`src/rtl/spi_id_pkg.sv`:
```
package spi_id_pkg;

    localparam logic [7:0] OP_RDID  = 8'h9F;
    localparam logic [7:0] OP_RDSR  = 8'h05;
    localparam logic [7:0] OP_REMS  = 8'h90;
    localparam logic [7:0] OP_WREN  = 8'h06;
    localparam logic [7:0] OP_WRDI  = 8'h04;
    localparam logic [7:0] FILL     = 8'hFF;

    typedef enum logic [2:0] {
        ST_IDLE,
        ST_RDID,
        ST_RDSR,
        ST_REMS,
        ST_SINGLE,
        ST_DISCARD
    } sid_state_e;

endpackage

```
`src/rtl/sid_fsm.sv`:
```
module sid_fsm
    import spi_id_pkg::*;
#(
    parameter int IDX_W = 3
) (
    input  logic             clk,
    input  logic             rst_n,
    input  logic             cs_n,
    input  logic             rx_valid,
    input  logic [7:0]       rx_byte,
    output sid_state_e       state_o,
    output logic [IDX_W-1:0] idx_o,
    output logic             dev_first_o,
    output logic             wel_set_o,
    output logic             wel_clr_o
);
    localparam logic [IDX_W-1:0] RDID_LAST = IDX_W'(3);
    localparam logic [IDX_W-1:0] REMS_SEL  = IDX_W'(2);
    localparam logic [IDX_W-1:0] REMS_LAST = IDX_W'(5);

    sid_state_e       st_q, st_d;
    logic [IDX_W-1:0] idx_q, idx_d;
    logic             devf_q, devf_d;
    logic             set_q, set_d;

    always_ff @(posedge clk or negedge rst_n) begin
        if (!rst_n) begin
            st_q   <= ST_IDLE;
            idx_q  <= '0;
            devf_q <= 1'b0;
            set_q  <= 1'b0;
        end else begin
            st_q   <= st_d;
            idx_q  <= idx_d;
            devf_q <= devf_d;
            set_q  <= set_d;
        end
    end

    always_comb begin
        st_d   = st_q;
        idx_d  = idx_q;
        devf_d = devf_q;
        set_d  = set_q;
        if (cs_n) begin
            st_d  = ST_IDLE;
            idx_d = '0;
        end else if (rx_valid) begin
            unique case (st_q)
                ST_IDLE: begin
                    idx_d = '0;
                    case (rx_byte)
                        OP_RDID: st_d = ST_RDID;
                        OP_RDSR: st_d = ST_RDSR;
                        OP_REMS: st_d = ST_REMS;
                        OP_WREN: begin st_d = ST_SINGLE; set_d = 1'b1; end
                        OP_WRDI: begin st_d = ST_SINGLE; set_d = 1'b0; end
                        default: st_d = ST_DISCARD;
                    endcase
                end
                ST_RDID: begin
                    if (idx_q != RDID_LAST) idx_d = idx_q + IDX_W'(1);
                end
                ST_REMS: begin
                    if (idx_q == REMS_SEL) devf_d = (rx_byte != 8'h00);
                    if (idx_q != REMS_LAST) idx_d = idx_q + IDX_W'(1);
                end
                ST_SINGLE:  st_d = ST_DISCARD;
                ST_RDSR:    st_d = ST_RDSR;
                ST_DISCARD: st_d = ST_DISCARD;
                default:    st_d = ST_IDLE;
            endcase
        end
    end

    always_comb begin
        state_o     = st_q;
        idx_o       = idx_q;
        dev_first_o = devf_q;
        wel_set_o   = cs_n && (st_q == ST_SINGLE) && set_q;
        wel_clr_o   = cs_n && (st_q == ST_SINGLE) && !set_q;
    end

endmodule

```
`src/rtl/sid_wel.sv`:
```
module sid_wel (
    input  logic clk,
    input  logic rst_n,
    input  logic set_i,
    input  logic clr_i,
    output logic wel_o
);
    always_ff @(posedge clk or negedge rst_n) begin
        if (!rst_n)     wel_o <= 1'b0;
        else if (set_i) wel_o <= 1'b1;
        else if (clr_i) wel_o <= 1'b0;
    end
endmodule

```
`src/rtl/sid_txmux.sv`:
```
module sid_txmux
    import spi_id_pkg::*;
#(
    parameter int         IDX_W    = 3,
    parameter logic [7:0] MFR_ID   = 8'hC2,
    parameter logic [7:0] MEM_TYPE = 8'h20,
    parameter logic [7:0] DEV_ID   = 8'h17
) (
    input  sid_state_e       state_i,
    input  logic [IDX_W-1:0] idx_i,
    input  logic             dev_first_i,
    input  logic [7:0]       status_i,
    output logic [7:0]       tx_o
);
    localparam logic [IDX_W-1:0] FIRST_ID = IDX_W'(3);
    localparam logic [IDX_W-1:0] SECOND_ID = IDX_W'(4);

    always_comb begin
        tx_o = FILL;
        unique case (state_i)
            ST_RDID: begin
                case (idx_i)
                    IDX_W'(0): tx_o = MFR_ID;
                    IDX_W'(1): tx_o = MEM_TYPE;
                    IDX_W'(2): tx_o = DEV_ID;
                    default:   tx_o = FILL;
                endcase
            end
            ST_REMS: begin
                if (idx_i == FIRST_ID)       tx_o = dev_first_i ? DEV_ID : MFR_ID;
                else if (idx_i == SECOND_ID) tx_o = dev_first_i ? MFR_ID : DEV_ID;
                else                         tx_o = FILL;
            end
            ST_RDSR: tx_o = status_i;
            ST_IDLE, ST_SINGLE, ST_DISCARD: tx_o = FILL;
            default: tx_o = FILL;
        endcase
    end
endmodule

```
`src/rtl/spi_id_responder.sv`:
```
module spi_id_responder
    import spi_id_pkg::*;
#(
    parameter logic [7:0] MFR_ID   = 8'hC2,
    parameter logic [7:0] MEM_TYPE = 8'h20,
    parameter logic [7:0] DEV_ID   = 8'h17,
    parameter logic [3:0] SR_BP    = 4'h0,
    parameter bit         SR_CP    = 1'b0,
    parameter bit         SR_SRWD  = 1'b0
) (
    input  logic       clk,
    input  logic       rst_n,
    input  logic       cs_n,
    input  logic       rx_valid,
    input  logic [7:0] rx_byte,
    input  logic       wip,
    output logic [7:0] tx_byte
);
    localparam int IDX_W = 3;

    sid_state_e       state_w;
    logic [IDX_W-1:0] idx_w;
    logic             devf_w, set_w, clr_w, wel_w;
    logic [7:0]       status_w;

    sid_fsm #(.IDX_W(IDX_W)) u_fsm (
        .clk(clk), .rst_n(rst_n), .cs_n(cs_n), .rx_valid(rx_valid),
        .rx_byte(rx_byte), .state_o(state_w), .idx_o(idx_w),
        .dev_first_o(devf_w), .wel_set_o(set_w), .wel_clr_o(clr_w)
    );

    sid_wel u_wel (
        .clk(clk), .rst_n(rst_n), .set_i(set_w), .clr_i(clr_w), .wel_o(wel_w)
    );

    assign status_w = {SR_SRWD, SR_CP, SR_BP, wel_w, wip};

    sid_txmux #(
        .IDX_W(IDX_W), .MFR_ID(MFR_ID), .MEM_TYPE(MEM_TYPE), .DEV_ID(DEV_ID)
    ) u_mux (
        .state_i(state_w), .idx_i(idx_w), .dev_first_i(devf_w),
        .status_i(status_w), .tx_o(tx_byte)
    );
endmodule

```
`config.mk`:
```
export PLATFORM = sky130hd
export DESIGN_NAME = spi_id_responder
export DESIGN_NICKNAME = d
export VERILOG_FILES = /design/src/rtl/spi_id_pkg.sv /design/src/rtl/sid_fsm.sv /design/src/rtl/sid_wel.sv /design/src/rtl/sid_txmux.sv /design/src/rtl/spi_id_responder.sv
export SDC_FILE = /design/constraint.sdc
export NUM_CORES = 1
export LEC_CHECK = 0
export ABC_AREA = 1
export BUFFER_PORTS_ARGS = -buffer_cell sky130_fd_sc_hd__buf_4
export CORE_AREA = 2 2 45 58
export CTS_CLUSTER_DIAMETER = 80
export CTS_CLUSTER_SIZE = 14
export DETAILED_ROUTE_END_ITERATION = 8
export DIE_AREA = 0 0 47 60
export MAX_ROUTING_LAYER = met4
export PLACE_DENSITY = 0.74
export SLEW_MARGIN = 15
export SYNTH_ARGS = -nofsm -noshare
export SYNTH_HDL_FRONTEND = slang
export SYNTH_HIERARCHICAL = 1
export SYNTH_SLANG_ARGS = --single-unit
```
`constraint.sdc`:
```
create_clock -name clk -period 1.3 [get_ports clk]
set_input_delay 0.065 -clock clk [delete_from_list [all_inputs] [get_ports clk]]
set_output_delay 0.065 -clock clk [all_outputs]
set_load 0.03 [all_outputs]
```
Yosys cells after proc, flatten, opt, wreduce, memory -nomap -nowiden
Index checks and enable logic that the tools add are counted.
{"block": "totals", "ff_bits": 9, "latch_bits": 0, "mem_bits_rw": 0, "rom_bits": 0, "in_bits": 13, "word_cells": 62, "mem_count": 0}
{"block": "op_classes", "n_addsub": 1, "multipliers": 0, "n_div": 0, "n_lt_le_gt_ge": 0, "n_eq_ne": 19, "shift": 0, "mux": 18, "bitwise_logic": 1, "n_reduce_logical": 18}
{"operator": "one-hot mux 8 bit (3 select lines)", "count": 2}
{"operator": "two-way mux 8 bit", "count": 4}
{"operator": "== test 8 x 3 -> 1 bit (second input constant)", "count": 3}
{"operator": "one-hot mux 3 bit (4 select lines)", "count": 2}
{"operator": "two-way mux 3 bit", "count": 6}
{"operator": "== test 8 bit (second input constant)", "count": 2}
{"operator": "== test 3 x 2 -> 1 bit (second input constant)", "count": 4}
{"operator": "AND reduction 4 bit", "count": 3}
{"operator": "== test 3 bit (second input constant)", "count": 3}
{"operator": "!= test 3 x 2 -> 1 bit (second input constant)", "count": 3}
{"operator": "one-hot mux 3 bit (3 select lines)", "count": 1}
{"operator": "nonzero test 8 bit", "count": 1}
{"operator": "== test 3 x 1 -> 1 bit (second input constant)", "count": 2}
{"operator": "zero test 3 bit", "count": 2}
{"operator": "nonzero test 2 bit", "count": 3}
{"operator": "OR reduction 2 bit", "count": 3}
{"operator": "nonzero test 4 bit", "count": 1}
{"operator": "adder 3 x 1 -> 3 bit (second input constant)", "count": 1}
{"operator": "logical AND 1 bit", "count": 3}
{"operator": "!= test 3 bit (second input constant)", "count": 1}
{"operator": "two-way mux 1 bit", "count": 2}
{"operator": "!= test 2 x 1 -> 1 bit (second input constant)", "count": 1}
{"operator": "one-hot mux 1 bit (2 select lines)", "count": 1}
{"operator": "AND reduction 2 bit", "count": 1}
{"operator": "2 further kinds", "count": 2}

Longest topological paths before layout
Gate-level depths: netlist of the first run.
{"block": "depth", "depth_word": 6, "depth_mapped": 9, "depth_no_buf": 9}

Modules after synthesis
Netlist of the first run, hierarchy kept.
{"module": "sid_fsm", "n_inst": 1, "cells_each": 103, "area_per_inst_um2": 668.1, "seq_area_each_um2": 200.2}
{"module": "sid_txmux", "n_inst": 1, "cells_each": 57, "area_per_inst_um2": 265.3, "seq_area_each_um2": 0.0}
{"module": "sid_wel", "n_inst": 1, "cells_each": 5, "area_per_inst_um2": 40.0, "seq_area_each_um2": 25.0}
{"module": "spi_id_responder", "n_inst": 1, "cells_each": 1, "area_per_inst_um2": 3.8, "seq_area_each_um2": 0.0}

Worst setup path before layout of the first run
Ideal clock, no wire load.
{"block": "synth_timing", "path_type": "register to register", "startpoint": "register u_fsm.idx_q[0] (netlist: u_fsm/idx_o[0])", "endpoint": "register u_fsm.idx_q[1] (netlist: u_fsm/idx_o[1])", "setup_time_ns": 0.117, "arrival_ns": 1.264, "required_time_ns": 1.183, "setup_slack_ns": -0.081, "stages_incl_launch_ff": 9, "path_buffers": 0, "cell_sequence": "dfrtp_1 ha_1 ha_1 nand2_1 nand2_1 nand2_1 nand3_4 nand3_1 nand2_1"}
{"block": "synth_via", "elab_chain_cells": 5}
{"element": "start: declaration", "line_no": "sid_fsm.sv:22", "source": "logic [IDX_W-1:0] idx_q, idx_d;"}
{"element": "start signal: assignment", "line_no": "sid_fsm.sv:34", "source": "idx_q <= idx_d;"}
{"element": "adder 3 x 1 -> 3 bit", "line_no": "sid_fsm.sv:62, sid_fsm.sv:66"}
{"element": "two-way mux 3 bit, on equally long branches", "line_no": "sid_fsm.sv:66, sid_fsm.sv:62"}
{"element": "one-hot mux 3 bit (3 select lines)", "line_no": "sid_fsm.sv:49", "source": "unique case (st_q)"}
{"element": "two-way mux 3 bit", "line_no": "sid_fsm.sv:48", "source": "end else if (rx_valid) begin"}
{"element": "two-way mux 3 bit", "line_no": "sid_fsm.sv:45", "source": "if (cs_n) begin"}
Several ways; a longest one is shown, not always the timed one. The select of a mux whose other input is x is not followed.
A chain may end at the register's enable or synchronous reset.

Worst setup path in the final report of the first run
{"block": "layout_timing", "startpoint": "register u_fsm.idx_q[1] (netlist: u_fsm/idx_o[1])", "endpoint": "output port tx_byte[2]"}
{"block": "layout_via", "elab_chain_cells": 4}
{"element": "== test 3 bit", "line_no": "sid_txmux.sv:31", "source": "else if (idx_i == SECOND_ID) tx_o = dev_first_i ? MFR_ID : DEV_ID;"}
{"element": "two-way mux 8 bit", "line_no": "sid_txmux.sv:31"}
{"element": "two-way mux 8 bit", "line_no": "sid_txmux.sv:30", "source": "if (idx_i == FIRST_ID) tx_o = dev_first_i ? DEV_ID : MFR_ID;"}
{"element": "one-hot mux 8 bit (3 select lines) (*)", "line_no": "sid_txmux.sv:20", "source": "unique case (state_i)"}
{"element": "end: declaration", "line_no": "spi_id_responder.sv:17", "source": "output logic [7:0] tx_byte"}
Mark *: on every way between the ends. The rest lies on a longest branch, timed or not.

==> impl_metrics.csv, run 1 <==
group,metric,value,unit
power_and_ir_drop,vdd_drop_max,0.4517,mV
global_route,grtUsageMet2,42.66,%
global_route,globalRouteOverflowTotal,0,
floorplanning,fp-row-count,20,
floorplanning,area_of_the_die,2820,um^2
floorplanning,die_x,47,um
setup_path,crit_path_arrival_time,1380,ps
sta,final-setup-viol-count,12,
sta,grt_setup_unrepaired,"true",
cts,clkTransAtPathRegs,60,ps
sta,finalCritPeriodShare,111.3,%
yosys,unique_cell_type_count_in_the_yosys_netlist,22,
global_route,grt_start_max_net_pins,10,
yosys,syn-instance-count,166,
routing,ant_nets,0,
setup_path,worst_setup_path_startpoint,"u_fsm/idx_o[1]",
min_path,min-delay-path-class,"input pin to flip-flop",
setup_path,worst-r2r-cell-count,9,
cts,tritoncts,"yes",
sta,final_max_slew_viol_count,0,
sta,fin_ws,-146.3,ps
global_route,grt_antenna_before_repair,0,
routing,detail_route.drc_violations,0,
sta,min_period,1446,ps
yosys,fraction_of_the_yosys_area_taken_by_sequential_cells,23.05,%
setup_path,crit_path_end_kind,"primary output",
routing,detail_route.wl_per_cell,11.89,um
yosys,netlist_area,977.2,um^2
cts,clock_tree.buffer_depth,2,
run,maxCapViolCount,0,
final_layout,drive_gt1_share,49.77,%
setup_path,timing.rr.start,"u_fsm/idx_o[1]",
sta,fmaxAchievable,691.4,MHz
cts,worst_skew_pair.late_latency,260,ps
power_and_ir_drop,power_per_cell_area,681.9,nW/um^2
cts,cts_num_sinks,9,
global_route,globalRouteMet3Util,1.813,%
yosys,synth_seq_cells,9,
routing,dr_total_vias,1218,
outcome,status,"finished, violations left",
setup_path,rrSetupSlack,-70,ps
power_and_ir_drop,share_seq_of_total_power,28.4,%
power_and_ir_drop,pwr-share-comb,52.1,%
global_route,global_route.usage.met1,21.23,%
yosys,avgSynthCellArea,5.887,um^2
sta,hold_viol,0,
cts,cts.root.buffer_cell,"clkbuf_4",
placed_design,hpwl,1902,um
cts,numCtsBuffers,3,
final_layout,antenna_cells_inserted,0,
power_and_ir_drop,power_switching_share,41.16,%
outcome,violations,"setup timing",
global_route,grt_use_total,22.01,%
setup_path,worst-setup-path-type,"flip-flop to primary output",
final_layout,finalCoreUtilization,72.12,%
placed_design,io_buffer_count,20,
placed_design,place.gp.congestion,0.9309,
routing,drt-total-wl,2996,um
min_path,hold_start,"rx_byte[1]",
final_layout,synth_to_layout_area_growth,69.91,%
power_and_ir_drop,total_switching_power,466.0,uW
floorplanning,core-area,2302,um^2
setup_path,biggest_fanout_along_the_worst_timing_path,8,
sta,timing.clock.skew,1.847,ps
setup_path,startpoint_type_of_the_worst_setup_path,"flip-flop",
yosys,post_synth_main_area_contributors,"dfrtp_1 (23%), nand2_1 (20%), nand3_1 (10%), inv_1 (7.3%), nor2_1 (6.1%)",
routing,avgViaCountPerCell,4.833,
cts,cts.htree.levels,1,
setup_path,required,1240,ps
routing,detailedRoute.firstIterationViolations,16,
power_and_ir_drop,p_clk_share,19.5,%
placed_design,pre_cts_slack,-4.350,ps
power_and_ir_drop,intPower,666.2,uW
setup_path,crit-reg2reg-capture,"u_fsm/idx_o[1]",
floorplanning,initial_utilization,42.45,%
setup_path,crit_path_end,"tx_byte[2]",
routing,first_pass_iters,4,
yosys,post-synth-top-area-cell,"dfrtp_1",
global_route,via_count_of_the_first_global_routing_pass,1086,
yosys,post-synth-top-area-fraction,23.05,%
floorplanning,io-pin-count,21,
global_route,wire_length_of_the_first_global_routing_pass,4333,um
final_layout,design.final.nets,237,
floorplanning,die_y,60,um
yosys,yosys_warnings,6,
power_and_ir_drop,leakage,0.0007913,uW
global_route,grt_busiest_layer,"met2",
==> power groups by stage <==
stage	sequential (uW)	clock (uW)	combinational, uW
after floorplan	333	0	266
after global placement	325	0	421
after detailed placement	326	0	428
after CTS	321	223	520
after global routing	325	239	635
final	322	221	589
==> logic make-up after synthesis <==
| family | Yosys count | share of synthesized area, % |
|---|---|---|
| compound gates | 12 | 6.786 |
| other cells | 1 | 0.3838 |
| buf+inv | 30 | 11.78 |
| simple gates | 110 | 52.88 |
| flops | 9 | 23.05 |
| fa+ha+maj | 4 | 5.122 |
==> how the worst min path moves through the flow <==
stage               depth (start not counted)           endpoint
CTS                                         4     u_fsm/idx_o[1]
finish                                      5        u_fsm/set_q
detailed placement                          1     u_fsm/idx_o[2]
global route                                5        u_fsm/set_q
floorplan                                   0  u_fsm/dev_first_o
global placement                            1     u_fsm/idx_o[2]
==> synthesized netlist by cell type <==
cell / n
conb_1: 1
nand4_1: 4
o211ai_1: 1
nand2_4: 1
o21ai_0: 4
nand3_4: 1
nand3_1: 20
nor2_4: 1
inv_1: 19
nor2_1: 16
ha_1: 4
nor2_2: 7
nor3b_1: 1
nand2_1: 53
nand3_2: 1
inv_2: 10
o21ai_2: 1
nand2_2: 5
dfrtp_1: 9
inv_4: 1
a21oi_1: 1
o21ai_1: 5
==> routing by layer <==
| layer | share of wire, % | up-vias |
|---|---|---|
| met3 | 2.3 | 4 |
| met4 | 1.4 | 0 |
| met5 | 0 | - |
| met1 | 37 | 563 |
| met2 | 59 | 26 |
| li1 | - | 625 |
==> layout make-up <==
cell class / count / area, um^2
clock buffer: 4 / 26.28
sequential: 9 / 230.2
inverter: 30 / 137.6
multi-input combinational: 133 / 847.1
timing repair buffer: 43 / 377.9
fill: 188 / 641.9
tap: 33 / 41.29
==> critical path, cell delays in order, from the launching register on <==
cell and delay, ps:
dfrtp_2 430, buf_8 150, nor2_4 130, nand3_2 90, nand3_2 120, nand2_1 70
buf_6 130
==> stage by stage <==
| step | area, um^2 | TNS [ps] | power [uW] | std cells | hold WS, ps |
|---|---|---|---|---|---|
| 2_1_floorplan | 1021 | -21.95 | 599.2 | 171 | -230.6 |
| 3_3_place_gp | 1272 | 0 | 745.6 | 232 | -104.0 |
| 3_5_place_dp | 1272 | -4.350 | 754.2 | 232 | -102.3 |
| 4_1_cts | 1518 | -819.9 | 1063 | 247 | 110.2 |
| 5_1_grt | 1660 | -2035 | 1198 | 252 | 117.9 |
| 6_report | 1660 | -1198 | 1132 | 252 | 94.56 |
==> registers in the layout, indices dropped and copies added, names as in the netlist <==
signal,flops
u_fsm/dev_first_o,1
u_fsm/idx_o,3
u_wel/wel_o,1
u_fsm/set_q,1
u_fsm/state_o,3
==> cells in the final DEF (no fill, tap or decap), types with 3 or more instances in the layout <==
| cell | instances |
|---|---|
| nand3_2 | 12 |
| dfrtp_1 | 5 |
| nor2_4 | 6 |
| nand2_1 | 43 |
| conb_1 | 6 |
| nand2_2 | 12 |
| dfrtp_2 | 4 |
| nor2_1 | 14 |
| inv_1 | 17 |
| inv_2 | 5 |
| nand4_1 | 4 |
| buf_4 | 29 |
| nand3_4 | 3 |
| clkbuf_4 | 3 |
| o21ai_1 | 6 |
| o21ai_0 | 3 |
| inv_4 | 6 |
| nor2_2 | 4 |
| nand3_1 | 7 |
| buf_6 | 12 |
| nand2_4 | 5 |
==> timing repair <==
item                                   in CTS  in global routing
setup buffers                               9                  6
cloned                                      1                  0
setup endpoints to repair                  11                 14
hold buffers                                1                  0
endpoints found under the hold margin       9                  0
pin swaps                                  12                 15
resized for setup                          34                 29
Power figures use the tool's default switching activity.
==> inputs of run 2 (changes only) <==
- CTS_BUF_LIST: unset -> sky130_fd_sc_hd__clkbuf_8
==> run 2 against run 1 <==
- global-route usage is 0.61 points lower
- the run still ends with setup timing left
- non-clock buffer count stayed put
- largest power group unchanged
- first-iteration DRC count is 140% higher
- sequential share of layout area is 0.11 points higher
- clock-buffer cell count is 1 lower
- via count is 0.41% lower
- setup slack better by 10 ps
- routed wire length is 1.2% higher
- critical path depth stayed put
- sequential power is 2% higher
- fmax is 0.73% higher
==> impl_metrics.csv, run 2 (synthesis gave the netlist of run 1 again) <==
group,metric,value,unit
routing,ant_nets,0,
floorplanning,fp-row-count,20,
setup_path,crit_path_end_kind,"primary output",
power_and_ir_drop,total_switching_power,471.4,uW
power_and_ir_drop,power_per_cell_area,740.5,nW/um^2
cts,worst_skew_pair.late_latency,230,ps
global_route,wire_length_of_the_first_global_routing_pass,4264,um
sta,fmaxAchievable,696.4,MHz
power_and_ir_drop,vdd_drop_max,0.4906,mV
setup_path,worst-setup-path-type,"flip-flop to primary output",
final_layout,drive_gt1_share,47.03,%
placed_design,place.gp.congestion,0.9309,
setup_path,worst-r2r-cell-count,10,
floorplanning,initial_utilization,42.45,%
global_route,via_count_of_the_first_global_routing_pass,1090,
global_route,globalRouteOverflowTotal,0,
setup_path,startpoint_type_of_the_worst_setup_path,"flip-flop",
power_and_ir_drop,p_clk_share,25.7,%
floorplanning,core-area,2302,um^2
floorplanning,area_of_the_die,2820,um^2
outcome,violations,"setup timing",
sta,fin_ws,-135.9,ps
global_route,grt_antenna_before_repair,0,
sta,totalNegativeSetupSlack,-889.4,ps
cts,cts.htree.levels,1,
min_path,min-delay-path-class,"input pin to flip-flop",
sta,final_max_slew_viol_count,0,
sta,timing.hold.ws,137.1,ps
final_layout,design.final.nets,237,
placed_design,io_buffer_count,20,
sta,hold_viol,0,
power_and_ir_drop,power_switching_share,38.63,%
final_layout,antenna_cells_inserted,0,
final_layout,layout_common_cells,"nand2_1 (47), buf_4 (28), inv_1 (20)",
final_layout,area_used_by_multi_input_combinational_logic,829.5,um^2
run,maxCapViolCount,0,
final_layout,fillCellCount,194,
final_layout,synth_to_layout_area_growth,68.63,%
sta,finalCritPeriodShare,110.5,%
cts,cts.root.buffer_cell,"clkbuf_8",
power_and_ir_drop,total_power,1220,uW
power_and_ir_drop,share_seq_of_total_power,26.9,%
cts,clkTransAtPathRegs,50,ps
global_route,grt_start_max_net_pins,10,
routing,detail_route.wl_per_cell,12.04,um
routing,avgViaCountPerCell,4.813,
routing,detail_route.drc_violations,0,
routing,drt-total-wl,3033,um
power_and_ir_drop,pwr-share-comb,47.4,%
cts,tritoncts,"yes",
power_and_ir_drop,intPower,748.9,uW
final_layout,mostFrequentLayoutCell,"nand2_1",
placed_design,pre_cts_slack,-4.350,ps
setup_path,crit_path_arrival_time,1370,ps
routing,detailedRoute.firstIterationViolations,38,
sta,final-setup-viol-count,12,
placed_design,hpwl,1902,um
cts,numCtsBuffers,3,
floorplanning,die_x,47,um
floorplanning,io-pin-count,21,
sta,timing.clock.skew,3.800,ps
cts,cts_num_sinks,9,
setup_path,biggest_fanout_along_the_worst_timing_path,7,
routing,first_pass_iters,4,
sta,min_period,1436,ps
floorplanning,die_y,60,um
final_layout,sequential_cell_area,230.2,um^2
min_path,whs_path_depth,5,
sta,grt_setup_unrepaired,"true",
outcome,status,"finished, violations left",
global_route,grt_use_total,21.40,%
setup_path,required,1240,ps
setup_path,rrSetupSlack,-60,ps
cts,clock_tree.buffer_depth,2,
routing,dr_total_vias,1213,
power_and_ir_drop,leakage,0.0007958,uW
[run 2: cell count changes in the layout (fill, tap and decap cells not counted), sizes merged]
cell,delta
clkbuf,-1
clkinv,+1
[run 2: worst max-delay path, cell delays in order (launching register included)]
cell	delay, ps
dfrtp_1	390
buf_6	150
inv_4	70
nand4_1	150
nand3_2	160
nand2_1	80
buf_6	140
[run 2: path summary, 6_finish.rpt]
kind                             startpoint          endpoint
setup / recovery             u_fsm/idx_o[2]        tx_byte[2]
max in group asynchronous             rst_n  u_fsm/state_o[0]
hold reg to reg                 u_wel/wel_o       u_wel/wel_o
min in group asynchronous             rst_n    u_fsm/idx_o[2]
hold / removal                   rx_byte[1]       u_fsm/set_q
setup reg to reg           u_fsm/state_o[1]       u_fsm/set_q
[run 2: final cells by class]
| type | instances | share of cell area, % |
|---|---|---|
| flip-flops and latches | 9 | 13.97 |
| well taps | 33 | 2.506 |
| multi-input cells | 133 | 50.34 |
| clock buffers | 3 | 2.506 |
| inverters | 30 | 7.897 |
| repair buffers | 43 | 22.55 |
| clock inverters | 1 | 0.2278 |
[run 2: timing repair]
action,4_1_cts,5_1_grt
hold buffers,1,0
setup buffers,8,5
endpoints found under the setup margin,11,13
resized for setup,27,25
hold endpoints to repair,9,0
gates cloned,1,1
pin swaps,9,12
[run 2: metrics by stage]
| step | instances | utilization, % | area [um^2] |
|---|---|---|---|
| floorplan | 171 | - | 1021 |
| global placement | 232 | 55.27 | 1272 |
| detailed placement | 232 | 55.27 | 1272 |
| CTS | 246 | 65.05 | 1498 |
| global route | 252 | 71.58 | 1648 |
| finish | 252 | 71.58 | 1648 |
[run 2: routing by layer]
layer	vias up	GRT usage (%)	part of all wire (%)
li1	621	-	-
met1	553	20.48	33
met2	33	41.49	62
met3	6	1.208	2.8
met4	0	9.127	2.3
met5	-	-	0
[run 2: power by group through the flow]
stage,combinational [uW],sequential [uW],clock [uW]
5_1_grt,625,331,341
2_1_floorplan,266,333,0
3_3_place_gp,421,325,0
4_1_cts,509,321,322
3_5_place_dp,428,326,0
6_report,579,328,313
